$ cat src/rtl/shaper_pkg.sv
package shaper_pkg;

   localparam int unsigned CFG_W    = 64;
   localparam int unsigned MAN_W    = 8;
   localparam int unsigned EXP_W    = 4;
   localparam int unsigned DIV_W    = 4;
   localparam int unsigned DIV_MAX  = 12;

   // bit positions inside the configuration word
   localparam int unsigned POS_EN   = 0;
   localparam int unsigned POS_RMAN = 1;
   localparam int unsigned POS_REXP = 9;
   localparam int unsigned POS_DIV  = 13;
   localparam int unsigned POS_BMAN = 29;
   localparam int unsigned POS_BEXP = 37;

   typedef struct packed {
      logic [EXP_W-1:0] bexp;
      logic [MAN_W-1:0] bman;
      logic [DIV_W-1:0] dexp;
      logic [EXP_W-1:0] rexp;
      logic [MAN_W-1:0] rman;
      logic             en;
   } rate_cfg_t;

   typedef enum logic [1:0] {
      CLR_GREEN  = 2'd0,
      CLR_YELLOW = 2'd1,
      CLR_RED    = 2'd2
   } colour_t;

   function automatic rate_cfg_t unpack_cfg(input logic [CFG_W-1:0] w);
      rate_cfg_t c;
      c.en   = w[POS_EN];
      c.rman = w[POS_RMAN +: MAN_W];
      c.rexp = w[POS_REXP +: EXP_W];
      c.dexp = w[POS_DIV  +: DIV_W];
      c.bman = w[POS_BMAN +: MAN_W];
      c.bexp = w[POS_BEXP +: EXP_W];
      return c;
   endfunction

   function automatic logic cfg_usable(input rate_cfg_t c);
      return c.en && (c.dexp <= DIV_W'(DIV_MAX));
   endfunction

endpackage

$ cat src/rtl/shaper_wheel.sv
module shaper_wheel #(
   parameter int unsigned BASE_TICKS = 860,
   parameter int unsigned DIV_MAX    = 12,
   parameter int unsigned DIV_W      = 4
) (
   input  logic             clk,
   input  logic             rst_n,
   input  logic             restart,
   input  logic             run,
   input  logic [DIV_W-1:0] div_exp,
   output logic             tick
);
   localparam int unsigned CNT_W = $clog2(BASE_TICKS) + DIV_MAX + 1;

   if (BASE_TICKS < 2) begin : g_bad_ticks
      $error("shaper_wheel: BASE_TICKS must be at least 2");
   end
   if ((1 << DIV_W) <= DIV_MAX) begin : g_bad_div
      $error("shaper_wheel: DIV_W too narrow for DIV_MAX");
   end

   logic [CNT_W-1:0] cnt_q;
   logic [CNT_W-1:0] last_cnt;

   assign last_cnt = (CNT_W'(BASE_TICKS) << div_exp) - CNT_W'(1);
   assign tick     = run && (cnt_q == last_cnt);

   always_ff @(posedge clk) begin
      if (!rst_n) begin
         cnt_q <= '0;
      end else if (restart || !run || tick) begin
         cnt_q <= '0;
      end else begin
         cnt_q <= cnt_q + CNT_W'(1);
      end
   end

   assert_wheel_restart_R4: assert property (@(posedge clk) disable iff (!rst_n)
      restart |=> (cnt_q == '0));

   assert_wheel_bound_R2: assert property (@(posedge clk) disable iff (!rst_n)
      run |-> (cnt_q <= last_cnt));

endmodule

$ cat src/rtl/shaper_bucket.sv
module shaper_bucket
   import shaper_pkg::*;
#(
   parameter int unsigned LEN_W      = 14,
   parameter int unsigned BASE_TICKS = 860
) (
   input  logic             clk,
   input  logic             rst_n,
   input  logic             cfg_wr,
   input  logic [CFG_W-1:0] cfg_word,
   input  logic [LEN_W-1:0] req_len,
   input  logic             ded_en,
   output logic             conform
);
   localparam int unsigned CAP_W  = MAN_W + 1 + (1 << EXP_W);
   localparam int unsigned LEN_UW = LEN_W + 8 + 1;
   localparam int unsigned CRED_W = ((CAP_W > LEN_UW) ? CAP_W : LEN_UW) + 2;
   localparam logic signed [CRED_W-1:0] MAX_LEN_UNITS =
      $signed(CRED_W'(((64'd1 << LEN_W) - 64'd1) << 8));
   localparam logic signed [CRED_W-1:0] FLOOR = -MAX_LEN_UNITS;

   function automatic logic signed [CRED_W-1:0] scaled(
      input logic [MAN_W-1:0] man, input logic [EXP_W:0] sh);
      return $signed(CRED_W'({1'b1, man}) << sh);
   endfunction

   rate_cfg_t cfg_q;
   rate_cfg_t cfg_new;
   logic      active;
   logic      tick;
   logic signed [CRED_W-1:0] credit_q;
   logic signed [CRED_W-1:0] credit_d;
   logic signed [CRED_W-1:0] cap_units;
   logic signed [CRED_W-1:0] add_units;
   logic signed [CRED_W-1:0] len_units;
   logic signed [CRED_W-1:0] load_units;

   assign cfg_new    = unpack_cfg(cfg_word);
   assign active     = cfg_usable(cfg_q);
   assign cap_units  = scaled(cfg_q.bman, {1'b0, cfg_q.bexp} + 5'd1);
   assign add_units  = scaled(cfg_q.rman, {1'b0, cfg_q.rexp});
   assign len_units  = $signed(CRED_W'(req_len) << 8);
   assign load_units = cfg_usable(cfg_new) ?
                       scaled(cfg_new.bman, {1'b0, cfg_new.bexp} + 5'd1) : '0;

   shaper_wheel #(
      .BASE_TICKS (BASE_TICKS),
      .DIV_MAX    (DIV_MAX),
      .DIV_W      (DIV_W)
   ) u_wheel (
      .clk     (clk),
      .rst_n   (rst_n),
      .restart (cfg_wr),
      .run     (active),
      .div_exp (cfg_q.dexp),
      .tick    (tick)
   );

   always_comb begin
      credit_d = credit_q;
      if (tick) begin
         credit_d = credit_d + add_units;
         if (credit_d > cap_units) credit_d = cap_units;
      end
      if (ded_en) begin
         credit_d = credit_d - len_units;
         if (credit_d < FLOOR) credit_d = FLOOR;
      end
   end

   always_ff @(posedge clk) begin
      if (!rst_n) begin
         cfg_q    <= '0;
         credit_q <= '0;
      end else if (cfg_wr) begin
         cfg_q    <= cfg_new;
         credit_q <= load_units;
      end else if (active) begin
         credit_q <= credit_d;
      end
   end

   assign conform = !active || (credit_q >= len_units);

   assert_cap_R3: assert property (@(posedge clk) disable iff (!rst_n)
      active |-> (credit_q <= cap_units));

   assert_floor_R7: assert property (@(posedge clk) disable iff (!rst_n)
      credit_q >= FLOOR);

   assert_idle_stable_R6: assert property (@(posedge clk) disable iff (!rst_n)
      (!active && !cfg_wr) |=> $stable(credit_q));

   assert_gain_on_tick_R2: assert property (@(posedge clk) disable iff (!rst_n)
      (active && !cfg_wr && !tick) |=> (credit_q <= $past(credit_q)));

   assert_load_full_R4: assert property (@(posedge clk) disable iff (!rst_n)
      (cfg_wr && cfg_usable(cfg_new)) |=> (credit_q == cap_units));

endmodule

$ cat src/rtl/shaper_colour.sv
module shaper_colour
   import shaper_pkg::*;
#(
   parameter bit HAS_PEAK = 1'b1
) (
   input  logic    c_ok,
   input  logic    p_ok,
   output colour_t colour
);
   if (HAS_PEAK) begin : g_two
      always_comb begin
         if (c_ok)      colour = CLR_GREEN;
         else if (p_ok) colour = CLR_YELLOW;
         else           colour = CLR_RED;
      end
   end else begin : g_one
      logic unused_p;
      assign unused_p = p_ok;
      assign colour   = c_ok ? CLR_GREEN : CLR_RED;
   end
endmodule

$ cat src/rtl/dual_bucket_shaper.sv
module dual_bucket_shaper
   import shaper_pkg::*;
#(
   parameter int unsigned LEN_W       = 14,
   parameter bit          TOP_LEVEL   = 1'b0,
   parameter int unsigned TOP_TICKS   = 240,
   parameter int unsigned OTHER_TICKS = 860
) (
   input  logic             clk,
   input  logic             rst_n,
   input  logic             cfg_wr,
   input  logic             cfg_peak,
   input  logic [CFG_W-1:0] cfg_word,
   input  logic             req_valid,
   input  logic [LEN_W-1:0] req_len,
   input  logic             tx_grant,
   output logic [1:0]       colour
);
   localparam int unsigned WHEEL = TOP_LEVEL ? TOP_TICKS : OTHER_TICKS;

   if (LEN_W < 1 || LEN_W > 20) begin : g_bad_len
      $error("dual_bucket_shaper: LEN_W must lie in 1..20");
   end

   logic    send;
   logic    c_ok;
   logic    p_ok;
   colour_t col;

   assign send = req_valid && tx_grant;

   shaper_bucket #(.LEN_W(LEN_W), .BASE_TICKS(WHEEL)) u_commit (
      .clk      (clk),
      .rst_n    (rst_n),
      .cfg_wr   (cfg_wr && !cfg_peak),
      .cfg_word (cfg_word),
      .req_len  (req_len),
      .ded_en   (send),
      .conform  (c_ok)
   );

   if (!TOP_LEVEL) begin : g_peak
      shaper_bucket #(.LEN_W(LEN_W), .BASE_TICKS(WHEEL)) u_peak (
         .clk      (clk),
         .rst_n    (rst_n),
         .cfg_wr   (cfg_wr && cfg_peak),
         .cfg_word (cfg_word),
         .req_len  (req_len),
         .ded_en   (send),
         .conform  (p_ok)
      );
   end else begin : g_no_peak
      assign p_ok = 1'b0;
   end

   shaper_colour #(.HAS_PEAK(!TOP_LEVEL)) u_colour (
      .c_ok   (c_ok),
      .p_ok   (p_ok),
      .colour (col)
   );

   assign colour = col;

   assert_colour_code_R5: assert property (@(posedge clk) disable iff (!rst_n)
      colour != 2'b11);

   if (TOP_LEVEL) begin : g_top_chk
      assert_no_yellow_R8: assert property (@(posedge clk) disable iff (!rst_n)
         colour != CLR_YELLOW);
   end

endmodule

$ cat config.mk
export PLATFORM = sky130hd
export DESIGN_NAME = dual_bucket_shaper
export DESIGN_NICKNAME = d
export VERILOG_FILES = /design/src/rtl/shaper_pkg.sv /design/src/rtl/shaper_wheel.sv /design/src/rtl/shaper_bucket.sv /design/src/rtl/shaper_colour.sv /design/src/rtl/dual_bucket_shaper.sv
export SDC_FILE = /design/constraint.sdc
export NUM_CORES = 1
export LEC_CHECK = 0
export ABC_AREA = 1
export ABC_CLOCK_PERIOD_IN_PS = 9000
export BUFFER_PORTS_ARGS = -buffer_cell sky130_fd_sc_hd__buf_2
export CORE_ASPECT_RATIO = 1.2
export CORE_MARGIN = 5
export CORE_UTILIZATION = 35
export CTS_CLUSTER_DIAMETER = 120
export DETAILED_ROUTE_END_ITERATION = 16
export PLACE_DENSITY = 0.61
export SLEW_MARGIN = 20
export SYNTH_ARGS = -nofsm -noshare
export SYNTH_HDL_FRONTEND = slang
export SYNTH_SLANG_ARGS = --single-unit
$ cat constraint.sdc
create_clock -name clk -period 9 [get_ports clk]
set_input_delay 1.8 -clock clk [delete_from_list [all_inputs] [get_ports clk]]
set_output_delay 1.8 -clock clk [all_outputs]
set_load 0.02 [all_outputs]
# After elaboration in Yosys (flattened, before gate mapping)
# Cells that the tools add are included.
# classes
reduce_logical,21
n_eq_ne,2
n_lt_le_gt_ge,9
shifts,7
n_bitwise,1
addsub,11
mux,15
# op_table
cell,count
2-to-1 mux 27 bit,13
<< shifter 9 x 5 -> 27 bit,3
adder 27 bit,2
>= comparator 27 x 23 -> 1 bit,2
greater-than comparator 27 bit,2
< comparator 27 x 23 -> 1 bit (second input constant),2
<< shifter 9 x 4 -> 27 bit,2
subtractor 27 x 23 -> 27 bit,2
adder 23 x 1 -> 23 bit (second input constant),2
equality test 23 bit,2
<< shifter 10 x 4 -> 23 bit (first input constant),2
subtractor 23 x 1 -> 23 bit (second input constant),2
adder 4 x 1 -> 5 bit (second input constant),3
less-or-equal comparator 4 bit (second input constant),3
logical AND 1 bit,8
logical OR 1 bit,6
2-to-1 mux 2 bit,2
nonzero test 2 bit,2
OR reduction 2 bit,2
zero test 1 bit,3
NOT 1 bit,1
# word_totals
regBits,158
out_inout_bits,2
in_bits,84

# Logic depth before layout (Yosys ltp)
# depth
depth_word,11
depth_mapped,62

# Cells and area by module
# Synthesis repeated with hierarchy kept, for this count alone.
# hier_totals
hier_cells,3527
hier_area_um2,20823.7
# by_module_without_submodules
mod,seq_area_each_um2,n_inst,area_each_um2,cells_per_inst
shaper_bucket,1121.1,2,7950.1,1360
shaper_wheel,460.4,2,2442.3,399
dual_bucket_shaper,0.0,1,25.0,6
shaper_colour,0.0,1,13.8,3

# Worst setup path before layout
# OpenSTA, ideal clock, no wires.
# synth_path
path_kind,reg2reg
start,reg g_peak.u_peak.cfg_q[11] (netlist bit)
end,reg g_peak.u_peak.credit_q[12]
n_path_buf,4
path_stages_with_launch,53
setup_time_ns,0.074
arrival_time_ns,7.649
required_ns,8.926
slack_ns,1.277
cell_sequence,dfxtp_1 -> clkbuf_1 -> clkbuf_1 -> nor4_1 -> ha_1 -> fa_1 -> nand3_1 -> nand3_1 -> nand4_1 -> nand2_1 -> a21oi_1 -> o21ai_0 -> a21oi_1 -> xor2_1 -> inv_1 -> ha_1 -> nand2_1 -> inv_1 -> [... 17 more ...] -> nand2_1 -> a21oi_1 -> o21ai_0 -> a21oi_1 -> o21bai_1 -> a31oi_1 -> nand3_2 -> nor2_4 -> xor2_2 -> inv_2 -> nand2_1 -> ha_1 -> nor2_1 -> inv_1 -> clkbuf_1 -> o22ai_1 -> nand2_1 -> a31oi_1
# synth_between
elab_chain_cells,11
# synth_lines
element,line,source
from (decl),shaper_bucket.sv:27,rate_cfg_t cfg_q;
from (signal assigned),shaper_bucket.sv:76,cfg_q <= cfg_new;
<< shifter 9 x 4 -> 27 bit (*),shaper_bucket.sv:24,"return $signed(CRED_W'({1'b1, man}) << sh);"
adder 27 bit (*),shaper_bucket.sv:62,credit_d = credit_d + add_units;
greater-than comparator 27 bit,shaper_bucket.sv:63,if (credit_d > cap_units) credit_d = cap_units;
2-to-1 mux 27 bit (*),shaper_bucket.sv:63,
2-to-1 mux 27 bit (*),shaper_bucket.sv:61,if (tick) begin
subtractor 27 x 23 -> 27 bit,shaper_bucket.sv:66,credit_d = credit_d - len_units;
< comparator 27 x 23 -> 1 bit,shaper_bucket.sv:67,if (credit_d < FLOOR) credit_d = FLOOR;
2-to-1 mux 27 bit,shaper_bucket.sv:67,
2-to-1 mux 27 bit (*),shaper_bucket.sv:65,if (ded_en) begin
2-to-1 mux 27 bit (*),shaper_bucket.sv:78,end else if (active) begin
2-to-1 mux 27 bit (*),shaper_bucket.sv:75,end else if (cfg_wr) begin
to (signal assigned),shaper_bucket.sv:77,credit_q <= load_units;
to (signal assigned),shaper_bucket.sv:79,credit_q <= credit_d;
to (decl),shaper_bucket.sv:31,logic signed [CRED_W-1:0] credit_q;
# Mark *: on every way between the ends. The rest lies on a longest branch, timed or not. The select of a mux whose other input is x is not followed.
# A chain may end at the register's enable or synchronous reset.

# Worst setup path in the final report
# layout_path
start,reg g_peak.u_peak.cfg_q[9] (netlist bit)
end,reg g_peak.u_peak.credit_q[11]
# Same word-level chain as after synthesis.

==> impl_metrics.csv <==
group,metric,value,unit
floorplanning,core-area,54800,µm²
worst_setup_path,slowest_stage,"nor4_1",
global_routing,grtUsageTotal,21.5,%
logic_synthesis,syn_inst,3297,
placement,post_dp_cell_area,20400,µm²
worst_setup_path,crit_path_start_kind,"flop",
power,total_power,2.65,mW
clock_network,htree_levels,4,
sta,max_slew_margin,27.3,%
logic_synthesis,synth_nets,3563,
sta,maxSlewViolCount,0,
routing,vias_per_cell,5.22,
logic_synthesis,synth_cell_type_count,65,
global_routing,grt_pass1_wl,104000,µm
global_routing,grt_max_degree,60,
worst_setup_path,cp.arrival,8.71,ns
clock_network,clk_latency,0.46,ns
floorplanning,pin_count,86,
worst_setup_path,cp_slowest_stage_delay,0.42,ns
floorplanning,die_w,225,µm
routing,drt_iter0_drc,1507,
sta,fin_tns_setup,0,ns
sta,skew,0.0112,ns
power,p_leak,10.2,nW
logic_synthesis,syn_area_per_cell,5.88,µm²
worst_setup_path,crit_top_cell,"nand2_1",
routing,ant_nets,0,
clock_network,cts-root-buf,"clkbuf_16",
placement,port_buffers,50,
clock_network,cts_tree,"done",
clock_network,cts_hold_buf,0,
placement,dp.cells,4009,
sta,period_minus_slack,8.33,ns
sta,rsz0062_at_grt,"false",
worst_setup_path,worst_setup_path_end_kind,"flop",
layout,layout.nets,3579,
routing,top_layer_used,"met4",
clock_network,cts.sinks,158,
placement,gp_congestion,0.960,
routing,wl_per_cell,16.4,µm
logic_synthesis,ys_seq_area_share,16.3,%
sta,worst_pin_slew,1.09,ns
floorplanning,die_h,268,µm
layout,syn_to_final_growth,8.93,%
sta,fmax,120,MHz
worst_setup_path,cp_max_fo,9,
sta,fin_crit_sh,92.5,%
logic_synthesis,synth_edf_count,0,
floorplanning,start_util,35.4,%
routing,dr.pass1.iters,6,
layout,final_cells,4047,
sta,hold_viol_final,0,
clock_network,clk_pin_slew_worst_paths,0.07,ns
floorplanning,die_area,60200,µm²
routing,wl_met2,31900,µm
worst_hold_path,hp-class,"flop to flop",
routing,drc,0,
global_routing,antenna_found_initial,1,
logic_synthesis,async_flop_share,0,%
routing,wl,66300,µm
logic_synthesis,ys_ff_latch,158,
layout,post-route-util,38.5,%
placement,place_hpwl,54900,µm
routing,vias,21100,
routing,wl_met1,28100,µm
routing,wl_met3,2080,µm
layout,fillers,6190,
run_status,status,"completed",
floorplanning,rows,94,
logic_synthesis,synth_area,19400,µm²
logic_synthesis,yosysWarnings,0,
layout,drive_gt1_share,7.31,%
sta,setup_violations,0,
clock_network,cts_buffers,17,
global_routing,overflow,0,
clock_network,clockBufferDepth,2,
power,power_density,125,nW/µm²
global_routing,grt_pass1_vias,19700,
flow_run,max-cap-violations,0,
power,irDropWorstVdd,0.000149,V
worst_setup_path,crit_type,"flop to flop",
logic_synthesis,ys.flop_type,"dfxtp_1",
worst_setup_path,cp.required,9.38,ns
layout,final_cell_area,21100,µm²
==> cell families after synthesis <==
kind of cell	share of synthesized area (%)
AO/OA/AOI/OAI	20.0
XOR/XNOR	4.64
AND/OR/NAND/NOR	36.9
buffers and inverters	10.0
flip-flops	16.3
adder cells (fa/ha/maj)	11.9
multiplexers	0.207
==> critical path, delay by kind of cell (launching register included) <==
family / cells / cell delay [ns]
flip-flops: 1 / 0.33
AND/OR/NAND/NOR: 21 / 2.55
AO/OA/AOI/OAI: 14 / 2.33
buffers and inverters: 9 / 0.95
XOR/XNOR: 1 / 0.30
adder cells (fa/ha/maj): 6 / 1.73
==> cells in the mapped netlist, types with 9 or more instances <==
library cell    n  area (µm²)
a21o_1         12        90.1
nand3_1       205        1030
a211oi_1        9        67.6
clkbuf_1       76         285
nor2_1        334        1250
a21boi_0        9        67.6
clkinv_1       10        37.5
ha_1          178        2230
o21bai_1       12        90.1
nor3_1         56         280
inv_2          18        67.6
nand2_2        12        75.1
buf_2          13        65.1
or2_2          15        93.8
a22oi_1        25         188
nor2_2         11        68.8
nor3b_1        17         128
o21ai_1        28         140
inv_1         364        1370
nor4_1         15        93.8
a31oi_1        46         288
o21a_1         10        75.1
xnor2_1        28         245
o21ai_0       266        1330
nand2_1       910        3420
a21oi_1       213        1070
o211ai_1       25         188
dfxtp_1       158        3160
xor2_1         71         622
nand4_1        57         357
==> stage by stage <==
stage | worst slack (ns) | hold WS, ns
3_5_place_dp | 0.341 | 0.442
5_1_grt | 0.0207 | 0.484
6_report | 0.671 | 0.458
3_3_place_gp | 0.345 | 0.432
4_1_cts | 0.283 | 0.459
2_1_floorplan | 1.28 | 0.418
==> final timing paths <==
check | endpoint | slack [ns] | start | depth (start not counted)
max | g_peak.u_peak.credit_q[11]$_SDFFE_PN0P_ | 0.67 | g_peak.u_peak.cfg_q[9]$_SDFFE_PN0P_ | 51
min reg2reg | u_commit.u_wheel.cnt_q[0]$_SDFF_PP0_ | 0.46 | u_commit.u_wheel.cnt_q[0]$_SDFF_PP0_ | 1
min | u_commit.u_wheel.cnt_q[0]$_SDFF_PP0_ | 0.46 | u_commit.u_wheel.cnt_q[0]$_SDFF_PP0_ | 1
max reg2reg | g_peak.u_peak.credit_q[11]$_SDFFE_PN0P_ | 0.67 | g_peak.u_peak.cfg_q[9]$_SDFFE_PN0P_ | 51
==> registers in the layout (all words and copies together), names as in the netlist <==
signal,count
u_commit.credit_q,27
u_commit.cfg_q,29
g_peak.u_peak.cfg_q,29
g_peak.u_peak.u_wheel.cnt_q,23
u_commit.u_wheel.cnt_q,23
g_peak.u_peak.credit_q,27
==> cell usage in the layout, fill, tap and decap left out, drive strengths merged, types with 13 or more instances in the layout <==
master	netlist	routed
nor2	351	351
nand3	210	210
o211ai	25	25
clkinv	11	15
ha	178	178
nand4	59	59
nor4	16	16
nor3b	17	17
clkbuf	76	17
nand2	925	925
or2	15	15
a21oi	213	213
inv	382	390
o21bai	13	13
a21boi	18	18
xnor2	28	28
a22oi	25	25
buf	27	100
xor2	73	73
nor3	59	59
dfxtp	158	158
a31oi	47	47
o21ai	296	296
==> routing by layer <==
metal | up-vias | GRT usage, %
met2 | 537 | 38.2
met5 | - | 0
met3 | 166 | 1.63
met1 | 9429 | 25.5
li1 | 11000 | -
met4 | 0 | 12.2
==> where the power goes <==
part | total (mW) | switching [mW] | internal (mW)
clock | 0.757 | 0.362 | 0.396
combinational | 1.13 | 0.768 | 0.365
sequential | 0.755 | 0.0323 | 0.722
total | 2.65 | 1.16 | 1.48
==> final cells by class <==
cell class,instances,area (µm²),share of cell area (%)
multi-input combinational,2643,14300,67.9
sequential,158,3160,15.0
inverter,393,1480,7.03
tap,720,901,4.27
timing repair buffer,100,633,3.00
clock buffer,17,425,2.01
clock inverter,15,174,0.824
antenna,1,2.50,0.0119
==> repair_timing <==
item,in CTS,in global routing
endpoints found under the setup margin,0,53
hold endpoints to repair,0,0
resized for setup,0,53
setup buffers,0,5
(Power assumes the default switching activity.)
